**src/rtl/atm_rx_front.sv**
```systemverilog
module atm_rx_front #(
  parameter int DW         = 16,
  parameter int CELL_BYTES = 53
) (
  input  logic          clk,
  input  logic          rst_n,
  input  logic          cfg_wide,
  input  logic          cfg_par16,
  input  logic          cfg_cell52,
  input  logic          cfg_extra_hdr,
  input  logic          cfg_soc_gate,
  input  logic          cfg_idle_enb_off,
  output logic          phy_enb_n,
  input  logic          phy_soc,
  input  logic          phy_clav,
  input  logic [DW-1:0] phy_data,
  input  logic [1:0]    phy_par,
  output logic          out_valid,
  output logic [DW-1:0] out_data,
  output logic          out_sop,
  output logic          out_eop,
  output logic          out_err,
  output logic          out_abort
);

  localparam int CW = $clog2(CELL_BYTES + 2);
  localparam logic [CW-1:0] N_BYTE   = CW'(CELL_BYTES);
  localparam logic [CW-1:0] N_BYTE52 = CW'(CELL_BYTES - 1);
  localparam logic [CW-1:0] N_WORD   = CW'((CELL_BYTES + 1) / 2);
  localparam logic [CW-1:0] N_WORD52 = CW'(CELL_BYTES / 2);
  localparam int HB = DW / 2;

  logic          en_q, smp_q, busy;
  logic [CW-1:0] idx;
  logic          err_q;

  logic [CW-1:0] base_len, len, extra_w, cur_idx;
  logic          soc_ok, take, is_last, emit, par_bad, err_acc, busy_nx;

  assign base_len = cfg_wide ? (cfg_cell52 ? N_WORD52 : N_WORD)
                             : (cfg_cell52 ? N_BYTE52 : N_BYTE);
  assign extra_w  = CW'(cfg_extra_hdr);
  assign len      = base_len + extra_w;

  always_comb begin
    if (!cfg_wide)
      par_bad = ~^{phy_par[0], phy_data[HB-1:0]};
    else if (cfg_par16)
      par_bad = ~^{phy_par[1], phy_data};
    else
      par_bad = (~^{phy_par[0], phy_data[HB-1:0]}) | (~^{phy_par[1], phy_data[DW-1:HB]});
  end

  assign soc_ok  = phy_soc & (phy_clav | ~cfg_soc_gate);
  assign take    = smp_q & (soc_ok | busy);
  assign cur_idx = soc_ok ? '0 : idx;
  assign is_last = (cur_idx == len - 1'b1);
  assign emit    = take & ~(cfg_extra_hdr & (cur_idx == '0));
  assign err_acc = (soc_ok ? 1'b0 : err_q) | par_bad;
  assign busy_nx = take ? ~is_last : busy;

  assign phy_enb_n = ~en_q;

  always_ff @(posedge clk) begin
    if (!rst_n) begin
      en_q      <= 1'b0;
      smp_q     <= 1'b0;
      busy      <= 1'b0;
      idx       <= '0;
      err_q     <= 1'b0;
      out_valid <= 1'b0;
      out_data  <= '0;
      out_sop   <= 1'b0;
      out_eop   <= 1'b0;
      out_err   <= 1'b0;
      out_abort <= 1'b0;
    end else begin
      en_q      <= busy_nx | ~cfg_idle_enb_off | phy_clav;
      smp_q     <= en_q;
      busy      <= busy_nx;
      if (take) begin
        idx   <= cur_idx + 1'b1;
        err_q <= err_acc;
      end
      out_valid <= emit;
      out_data  <= phy_data;
      out_sop   <= emit & (cur_idx == extra_w);
      out_eop   <= emit & is_last;
      out_err   <= emit & is_last & err_acc;
      out_abort <= smp_q & soc_ok & busy;
    end
  end

  logic [CW-1:0] chk_cnt;
  logic          smp_d;
  always_ff @(posedge clk) begin
    if (!rst_n) begin
      chk_cnt <= '0;
      smp_d   <= 1'b0;
    end else begin
      smp_d <= smp_q;
      if (out_valid) chk_cnt <= out_sop ? CW'(1) : chk_cnt + 1'b1;
    end
  end

  p_markers_valid_r3: assert property (@(posedge clk) disable iff (!rst_n)
    (out_sop | out_eop) |-> out_valid);

  p_err_with_eop_r11: assert property (@(posedge clk) disable iff (!rst_n)
    out_err |-> out_eop);

  p_cell_len_r4: assert property (@(posedge clk) disable iff (!rst_n)
    (out_eop & ~out_sop) |-> (chk_cnt + 1'b1 == base_len));

  p_enable_gap_r2: assert property (@(posedge clk) disable iff (!rst_n)
    out_valid |-> smp_d);

  p_idle_release_r7: assert property (@(posedge clk) disable iff (!rst_n)
    (cfg_idle_enb_off & ~busy & ~phy_clav & ~(smp_q & phy_soc)) |=> phy_enb_n);

endmodule

```
**config.mk**
```make
export PLATFORM = sky130hd
export DESIGN_NAME = atm_rx_front
export DESIGN_NICKNAME = d
export VERILOG_FILES = /design/src/rtl/atm_rx_front.sv
export SDC_FILE = /design/constraint.sdc
export NUM_CORES = 1
export LEC_CHECK = 0
export CAP_MARGIN = 20
export CORE_ASPECT_RATIO = 1.4
export CORE_MARGIN = 2
export CORE_UTILIZATION = 60
export CTS_CLUSTER_SIZE = 30
export DETAILED_ROUTE_END_ITERATION = 7
export DONT_BUFFER_PORTS = 1
export MAX_ROUTING_LAYER = met4
export PLACE_DENSITY_LB_ADDON = 0.08
export SYNTH_ARGS = -nofsm -noshare
export SYNTH_HDL_FRONTEND = slang
export SYNTH_SLANG_ARGS = --single-unit
export TNS_END_PERCENT = 100
```
**constraint.sdc**
```tcl
create_clock -name clk -period 2.1 [get_ports clk]
set_clock_uncertainty 0.05 [all_clocks]
set_input_delay 0.42 -clock clk [delete_from_list [all_inputs] [get_ports clk]]
set_output_delay 0.42 -clock clk [all_outputs]
set_load 0.03 [all_outputs]
```
**Yosys cells after proc, flatten, opt, wreduce, memory -nomap -nowiden**

Cells that the tools add are included.

- Bitwise gates (word level): 20
- Reduce and logical (&&, ||, !) cells: 4
- Add/subtract/negate cells: 3
- Equal/unequal tests: 2
- Mux-type cells: 8

Operators by type and width:

| cell | number |
|---|---|
| 9-bit XNOR reduction | 2 |
| 17-bit XNOR reduction | 1 |
| 6-bit 2-to-1 mux | 2 |
| 1-bit bitwise AND | 9 |
| 6-bit by 1-bit adder with 6-bit output | 1 |
| 6-bit by 1-bit adder with 6-bit output, second input constant | 1 |
| 6-bit by 1-bit == test with 1-bit output | 1 |
| 6-bit == test | 1 |
| 6-bit zero test | 1 |
| 1-bit 2-to-1 mux | 6 |
| 1-bit bitwise OR | 6 |
| 6-bit by 1-bit subtractor with 6-bit output, second input constant | 1 |
| 1-bit NOT | 5 |

- Logic and storage cells: 48
- Bits in registers: 31
- Output and inout port bits: 22
- Bits of input ports: 28

**Longest topological paths before layout**

Gate-level depths: netlist (run 1).

- Depth in word-level cells: 10
- Gate-level depth with buffers: 10
- Gate-level depth less buffers: 10

**Worst setup path before layout (run 1)**

Ideal clock, no wire load.

- Path kind: in2reg
- Start: in cfg_extra_hdr
- End: reg en_q
- Stages: 10
- Buffers on the path: 0
- Data arrival time: 1720 ps
- Required time: 1930 ps
- Path slack: 210 ps
- Library setup time: 120 ps
- Cell sequence: inv_1 > ha_1 > inv_1 > ha_1 > xnor2_1 > nand2_1 > nor4_2 > nand2_1 > a22o_1 > o31a_1

- Cells in the longest elaborated chain, start to end: 7

Ends and longest elaborated chain:

| item | RTL line | text |
|---|---|---|
| from (decl) | 10 | `input logic cfg_extra_hdr,` |
| 6-bit by 1-bit adder with 6-bit output | 43 | `assign len = base_len + extra_w;` |
| 6-bit by 1-bit subtractor with 6-bit output | 57 | `assign is_last = (cur_idx == len - 1'b1);` |
| 6-bit == test | 57 |  |
| 1-bit NOT | 60 | `assign busy_nx = take ? ~is_last : busy;` |
| 1-bit 2-to-1 mux | 60 |  |
| 1-bit bitwise OR (2 in series) | 78 | `en_q <= busy_nx \| ~cfg_idle_enb_off \| phy_clav;` |
| to (signal assigned) | 78 |  |
| to (decl) | 33 | `logic en_q, smp_q, busy;` |

No other way between the ends.
A chain may end at the register's enable or synchronous reset.

**Worst setup path after layout (run 1)**

- Start: reg idx[3]
- End: reg en_q

- Cells in the longest elaborated chain, start to end: 6

Ends and longest elaborated chain:

| item | RTL line | text |
|---|---|---|
| from (decl) | 34 | `logic [CW-1:0] idx;` |
| from (signal assigned) | 82 | `idx <= cur_idx + 1'b1;` |
| 6-bit 2-to-1 mux | 56 | `assign cur_idx = soc_ok ? '0 : idx;` |
| 6-bit == test | 57 |  |
| 1-bit NOT | 60 |  |
| 1-bit 2-to-1 mux | 60 |  |
| 1-bit bitwise OR (2 in series) | 78 |  |

No other way between the ends.

==> results of run 1 <==
[placed cells by master (no fill, tap or decap), types with 2 or more instances in the layout]
cell type / n
dfxtp_1: 31
inv_1: 9
nor2_1: 6
nor2b_1: 3
nand2_1: 9
xnor2_1: 14
o21a_1: 2
clkbuf_8: 2
ha_1: 3
xor2_1: 3
a21oi_1: 7
a21boi_0: 2
o21ai_0: 7
nor3b_1: 2
nor3_1: 2
nand3_1: 3
clkbuf_4: 5
and2_1: 19
a31oi_1: 2
[synthesized netlist by cell type]
cell	n
nor4_1	1
o21ai_2	1
nand3_1	3
nand2_1	9
a21boi_0	2
o2111ai_1	1
nor4_2	1
or3_1	1
mux2i_1	1
and3b_1	1
a21oi_1	7
clkbuf_1	3
o211a_1	1
o211ai_1	1
xor2_1	3
o31a_1	1
and2_1	19
o21ai_0	7
o221a_2	1
or4_4	1
inv_1	9
and3_1	1
xnor2_1	14
nor2b_1	3
xnor3_1	1
nor3_1	2
nor2_1	6
nand3b_1	1
o21a_1	2
nor2_2	1
dfxtp_1	31
nor3b_1	2
a22o_1	1
buf_2	1
ha_1	3
a31oi_1	2
[state kept, by name (all words and copies together) (netlist names)]
register	cells
idx	6
out_eop	1
out_err	1
smp_q	1
busy	1
out_data	16
err_q	1
out_valid	1
en_q	1
out_sop	1
out_abort	1
[cell families after synthesis]
| logic type | after synthesis | synth area share [%] |
|---|---|---|
| AND/OR/NAND/NOR | 52 | 21.9 |
| multiplexers | 1 | 0.733 |
| adder cells (fa/ha/maj) | 3 | 2.75 |
| buffers and inverters | 13 | 3.67 |
| flip-flops | 31 | 45.5 |
| XOR/XNOR | 18 | 12.6 |
| AO/OA/AOI/OAI | 27 | 12.9 |
[stage by stage]
step	worst slack (ns)	util (%)	total power [mW]
2_1_floorplan	0.210	-	0.798
3_3_place_gp	0.116	64.3	0.813
3_5_place_dp	0.0851	64.3	0.816
4_1_cts	0.408	67.5	1.20
5_1_grt	0.259	67.5	1.24
6_report	0.408	67.5	1.19
[worst max-delay path by stage]
stage	depth (start not counted)	to	start	slack [ns]
finish	6	en_q	idx[3]	0.41
global route	6	en_q	idx[3]	0.26
CTS	6	en_q	idx[3]	0.41
detailed placement	10	en_q	cfg_extra_hdr	0.09
global placement	10	en_q	cfg_extra_hdr	0.12
floorplan	10	en_q	cfg_extra_hdr	0.21
[power by group through the flow]
stage / combinational, mW / sequential (mW) / clock [mW]
final: 0.142 / 0.658 / 0.388
after global placement: 0.141 / 0.672 / 0
after global routing: 0.161 / 0.661 / 0.419
after detailed placement: 0.145 / 0.672 / 0
after floorplan: 0.132 / 0.666 / 0
after CTS: 0.145 / 0.658 / 0.398
[metal layers]
layer  GRT usage (%)  routed length, um
met1            21.6                979
met2            36.6               1250
met3            5.36                128
met4            13.0                 60
met5               -                  0
[area by class of cell]
cell class / instances / share of cell area [%]
Multi-Input combinational cell: 101 / 47.8
Sequential cell: 31 / 42.7
Clock buffer: 8 / 4.74
Inverter: 9 / 2.33
Tap cell: 22 / 1.89
Timing Repair Buffer: 1 / 0.517
[worst reg2reg max path, delay by kind of cell, from the launching register on]
| family | cells | cell delay [ns] |
|---|---|---|
| AO/OA/AOI/OAI | 3 | 0.48 |
| AND/OR/NAND/NOR | 3 | 0.60 |
| flip-flops | 1 | 0.45 |
==> metrics.md, run 1 <==
| Metric | Value |
|---|---|
| CP max FO | `8` |
| Power share of the clock group | `between 30% and 40%` |
| Vias in the first global route | `969` |
| Synth top area share | `a little under half` |
| Power share of the combinational group | `a little under an eighth` |
| RSZ-0062 raised after global routing | `false` |
| Peak VDD IR | `0.000484 V` |
| Cells after synthesis | `approximately 150` |
| Post-Syn Nets | `roughly 180` |
| Sequential fraction of design power | `between 50% and 60%` |
| DR DRC count | `0` |
| Top cells by area, synth | `dfxtp_1 45%, xnor2_1 9.0%, and2_1 8.7%` |
| Post-CTS Setup Inserts | `0` |
| Num rows | `20` |
| Layout cell share with drive strength beyond 1 | `a little under 9%` |
| CTS root buffer | `clkbuf_4` |
| CTS tree | `done` |
| Die area | `about 2700 um^2` |
| Fin Hold WS | `~0.16 ns` |
| Setup crit end kind | `flop` |
| GPL Wtd Cong | `around 0.88` |
| RR Startpoint | `idx[3]` |
| Antenna violations before repair | `0` |
| Status | `finished, final reports clean` |
| Leak | `approximately 0.59 nW` |
| Port Buffer Count | `0` |
| Fin crit period | `between 1.5 and 2 ns` |
| Drt total wl | `between 2000 and 2500 um` |
| Sw Ratio | `roughly a quarter` |
| Core Area | `2150 um^2` |
| Register area | `about 620 um^2` |
| Power Dens Cells | `a little over 800 nW/um^2` |
| CP startpoint kind | `flop` |
| First-pass GRT wire length | `slightly below 4000 um` |
| Hold_sp | `phy_data[0]` |
| Endpoint, Worst Hold | `out_data[0]` |
| Mean Syn Cell Area | `about 9.4 um^2` |
| Width of the chip | `roughly 44 um` |
| Fin cells | `roughly 170` |
| Initial Utilization | `about 63%` |
| CP Buf/Inv Count | `0` |
| Cell Chain, Critical Path | `and3b_1 -> a21oi_1 -> nor4_2 -> nand2_1 -> a22o_1 -> o31a_1` |
| Synth area leader | `dfxtp_1` |
| Worst reg-to-reg setup slack | `around 0.41 ns` |
| Flops & latches, synth | `31` |
| Final setup TNS | `0 ns` |
| Fmax | `a little under 0.6 GHz` |
| Arrival time worst endpoint | `1.86 ns` |
| Detailed-route via count | `976` |
| Cell Area, Synth | `between 1000 and 1500 um^2` |
| Max-cap violation count | `0` |
| Worst-margin pin slew | `~0.32 ns` |
| Critical Path Slowest Stage Cell | `dfxtp_1` |
| ANT nets after route | `0` |
| Crit path required time | `2.27 ns` |
| CTS Buffer Depth | `2` |
| R2R depth | `6` |
| Iter 0 DRT Violations | `17` |
| Num CTS Buffers | `5` |
| Largest delay share family, worst path | `simple AND/OR/NAND/NOR gates` |
| Final worst-path cycle share | `80.6%` |
| Diodes inserted | `0` |
| Setup violators final | `0` |
| Final hold vios | `0` |
| GR Util All Layers | `a little over a fifth` |
| Layout Nets | `180` |
| Placed insts | `roughly 160` |
| DR WL/cell | `between 10 and 15 um` |
| Die Height | `roughly 60 um` |
| Area grow syn2layout | `6.42%` |
| Fillers | `around 190` |
| Post-synthesis sequential area ratio | `about 45%` |
| Slew Limit Fails | `0` |
| Reg-to-reg endpoint | `en_q` |
| Yosys cell types | `36` |
| Vias per std cell | `about 5.7` |
| Post-DP HPWL | `~1800 um` |
| Area of the multi-input gates | `694 um^2` |
| Pint | `a little under 0.9 mW` |
| Clock transition at the registers of the reported paths | `about 0.090 ns` |
| Hold Crit Class | `primary input to flop` |
| Largest net degree at the start of global routing | `30` |
| Yosys warnings | `0` |
| Slew margin rel. | `between 70% and 80%` |
| H-tree lvl count | `2` |
| IO Pins | `50` |
| Setup CP Type | `flop to flop` |
| Final instance area | `around 1500 um^2` |
| Hold path depth | `1` |
| Pre-antenna DRT Iters | `4` |
| Clk Latency, worst-skew pair | `0.32 ns` |
| Crit path largest cell delay | `0.45 ns` |
| Cts hold-fix bufs | `0` |
| Post-CTS resize count | `0` |
| Area after DPL | `1380 um^2` |
| Switch Pwr | `0.306 mW` |
| GRT overflow | `0` |
| Clk sinks | `31` |
(Power assumes the default switching activity.)
==> inputs of run 2 (changes only) <==
CORE_UTILIZATION = 55   (was 60)
clock period = 1.5 ns   (was 2.1 ns; I/O delays follow)
==> run 2 against run 1 <==
Effect of this change:
- the flow now finishes with violations (negative setup slack)
- sequential power up 40%
- global-route usage down 0.70 points
- largest power group unchanged
- highest routed layer unchanged
- combinational power up 58%
==> metrics.md, run 2 (synthesis gave the netlist of run 1 again) <==
| Metric | Value |
|---|---|
| Status | `finished, violations left` |
| Failing checks | `negative setup slack` |
| Max reg flops | `16 (unchanged)` |
| Slew margin rel. | `79.4% (+0.70 points)` |
| Most common cell after layout, fill and taps aside | `dfxtp_1` |
| Crit path required time | `1.67 ns (-0.60 ns)` |
| Clk sinks | `31 (unchanged)` |
| Diodes inserted | `0 (unchanged)` |
| Die Height | `62.9 um (+4.2%)` |
| Layout cell share with drive strength beyond 1 | `21.0% (+12 points)` |
| CP startpoint kind | `flop` |
| ANT nets after route | `0 (unchanged)` |
| End point of the critical path | `en_q` |
| Top reg by flops | `out_data` |
| Largest regs | `out_data x16, idx x6` |
| Worst reg-to-reg setup slack | `-0.11 ns (-0.51 ns)` |
| CTS tree | `done` |
| Core Area | `2360 um^2 (+9.9%)` |
| H-tree lvl count | `2 (unchanged)` |
| Worst-margin pin slew | `0.308 ns (-0.0105 ns)` |
| Peak VDD IR | `0.000722 V (+49%)` |
| CP max FO | `2 (-6)` |
| Fillers | `204 (+8.5%)` |
| Layout Nets | `187 (+3.9%)` |
| Num rows | `21 (+5.0%)` |
| Post-DP HPWL | `1970 um (+8.1%)` |
| Largest net degree at the start of global routing | `30 (unchanged)` |
| Setup slack after layout | `-0.106 ns (-0.514 ns)` |
| Slew Limit Fails | `0 (unchanged)` |
| Antenna violations before repair | `0 (unchanged)` |
| Hold Crit Class | `primary input to flop` |
| Fmax | `0.623 GHz (+5.4%)` |
| DR DRC count | `0 (unchanged)` |
| Setup violators final | `4 (+4)` |
| Iter 0 DRT Violations | `11 (-6)` |
| Final worst-path cycle share | `107% (+26 points)` |
| Fin crit period | `1.61 ns (-0.0862 ns)` |
| Area after DPL | `1460 um^2 (+5.6%)` |
| Drt total wl | `2630 um (+8.9%)` |
| Num CTS Buffers | `5 (unchanged)` |
| Max-cap violation count | `0 (unchanged)` |
| Clock transition at the registers of the reported paths | `0.10 ns (about the same)` |
| GPL Wtd Cong | `0.827 (-5.9%)` |
| Final core occ | `66.5% (-1.0 points)` |
| RR Startpoint | `idx[5]` |
| Setup crit end kind | `flop` |
| Leak | `0.629 nW (+7.0%)` |
| Vias in the first global route | `1002 (+3.4%)` |
| Width of the chip | `46.1 um (+4.1%)` |
| Initial Utilization | `57.7% (-5.7 points)` |
| CTS root buffer | `clkbuf_4` |
| CTS Buffer Depth | `2 (unchanged)` |
| Fin Hold WS | `0.0295 ns (-0.132 ns)` |
| Vias per std cell | `5.59 (-1.4%)` |
| Area grow syn2layout | `15.1%` |
| Die area | `2900 um^2 (+8.4%)` |
| CP startpoint | `idx[5]` |
| GR Util All Layers | `20.7% (-0.70 points)` |
| Reg-to-reg endpoint | `en_q` |
| Power Dens Cells | `1020 nW/um^2 (+25%)` |
| Detailed-route via count | `1007 (+3.2%)` |
| DR WL/cell | `14.6 um (+4.1%)` |
| R2R depth | `6 (unchanged)` |
| Setup CP Type | `flop to flop` |
| Final hold vios | `0 (unchanged)` |
| IO Pins | `50 (unchanged)` |
| Final instance area | `1570 um^2 (+8.2%)` |
| Commonest non-fill, non-tap cells in the layout | `25 x dfxtp_1, 19 x and2_1, 13 x xnor2_1` |
| Clk Latency, worst-skew pair | `0.33 ns (about the same)` |
| First-pass GRT wire length | `4120 um (+4.2%)` |
| Pre-antenna DRT Iters | `4 (unchanged)` |
| Arrival time worst endpoint | `1.78 ns (-0.08 ns)` |
| GRT overflow | `0 (unchanged)` |
| Final setup TNS | `-0.211 ns (-0.211 ns)` |
| RSZ-0062 raised after global routing | `true` |
| Port Buffer Count | `0 (unchanged)` |
==> run 2: cell types whose count changed in the layout (fill, tap and decap cells not counted), sizes merged <==
cell         change
clkinv           +1
dlygate4sd3      +1
clkbuf           -2
clkinvlp         +1
buf              +6
==> run 2: final cells by class <==
cell class | instances | area [um^2] | area share, %
sequential | 31 | 631 | 40.1
clock inverter | 2 | 12.5 | 0.796
timing repair buffer | 8 | 62.6 | 3.98
tap | 23 | 28.8 | 1.83
inverter | 9 | 46.3 | 2.95
multi-input combinational | 101 | 749 | 47.7
clock buffer | 6 | 41.3 | 2.63
==> run 2: per-stage QoR <==
step | setup slack [ns] | cells | total power [mW]
4_1_cts | -0.0986 | 178 | 1.62
2_1_floorplan | -0.218 | 145 | 1.13
3_5_place_dp | -0.380 | 170 | 1.16
3_3_place_gp | -0.337 | 170 | 1.15
6_report | -0.106 | 180 | 1.61
5_1_grt | -0.126 | 180 | 1.70
==> run 2: power breakdown <==
| part | internal (mW) | switching (mW) |
|---|---|---|
| combinational | 0.118 | 0.106 |
| clock | 0.180 | 0.284 |
| sequential | 0.853 | 0.0655 |
==> run 2: worst max-delay path, cell delays in order, from the launching register on <==
cell and delay (ns):
dfxtp_2 0.33, and3b_1 0.22, a21oi_2 0.05, nor4_4 0.29
nand2_1 0.08, a22o_1 0.22, o31a_1 0.24
==> run 2: how the worst min path moves through the flow <==
stage                     start     endpoint  slack, ns  cells after the start
floorplan           phy_data[0]  out_data[0]       0.37                      1
global placement    phy_data[9]  out_data[9]       0.37                      1
detailed placement  phy_data[9]  out_data[9]       0.37                      1
CTS                       rst_n       idx[5]       0.02                      1
global route        phy_data[9]  out_data[9]     0.0009                      1
finish              phy_data[9]  out_data[9]       0.03                      1
==> run 2: routing by layer <==
layer	wire, um	vias to the layer above	GRT usage [%]
li1	-	505	-
met1	942	465	18.7
met2	1500	31	34.4
met3	125	6	8.38
met4	66	0	11.8
met5	0	-	-
==> run 2: repair_timing <==
| action | CTS | global route |
|---|---|---|
| hold buffers | 0 | 1 |
| gates resized for setup | 7 | 4 |
| pin swaps | 4 | 4 |
| endpoints found under the hold margin | 0 | 1 |
| endpoints found under the setup margin | 6 | 6 |
| gates cloned | 0 | 0 |
| buffers inserted | 0 | 1 |
==> inputs of run 3 (changes only) <==
CAP_MARGIN = not set   (was 20)
==> results of run 3 <==
Final layout, timing and power as in run 2 (identical DEF).
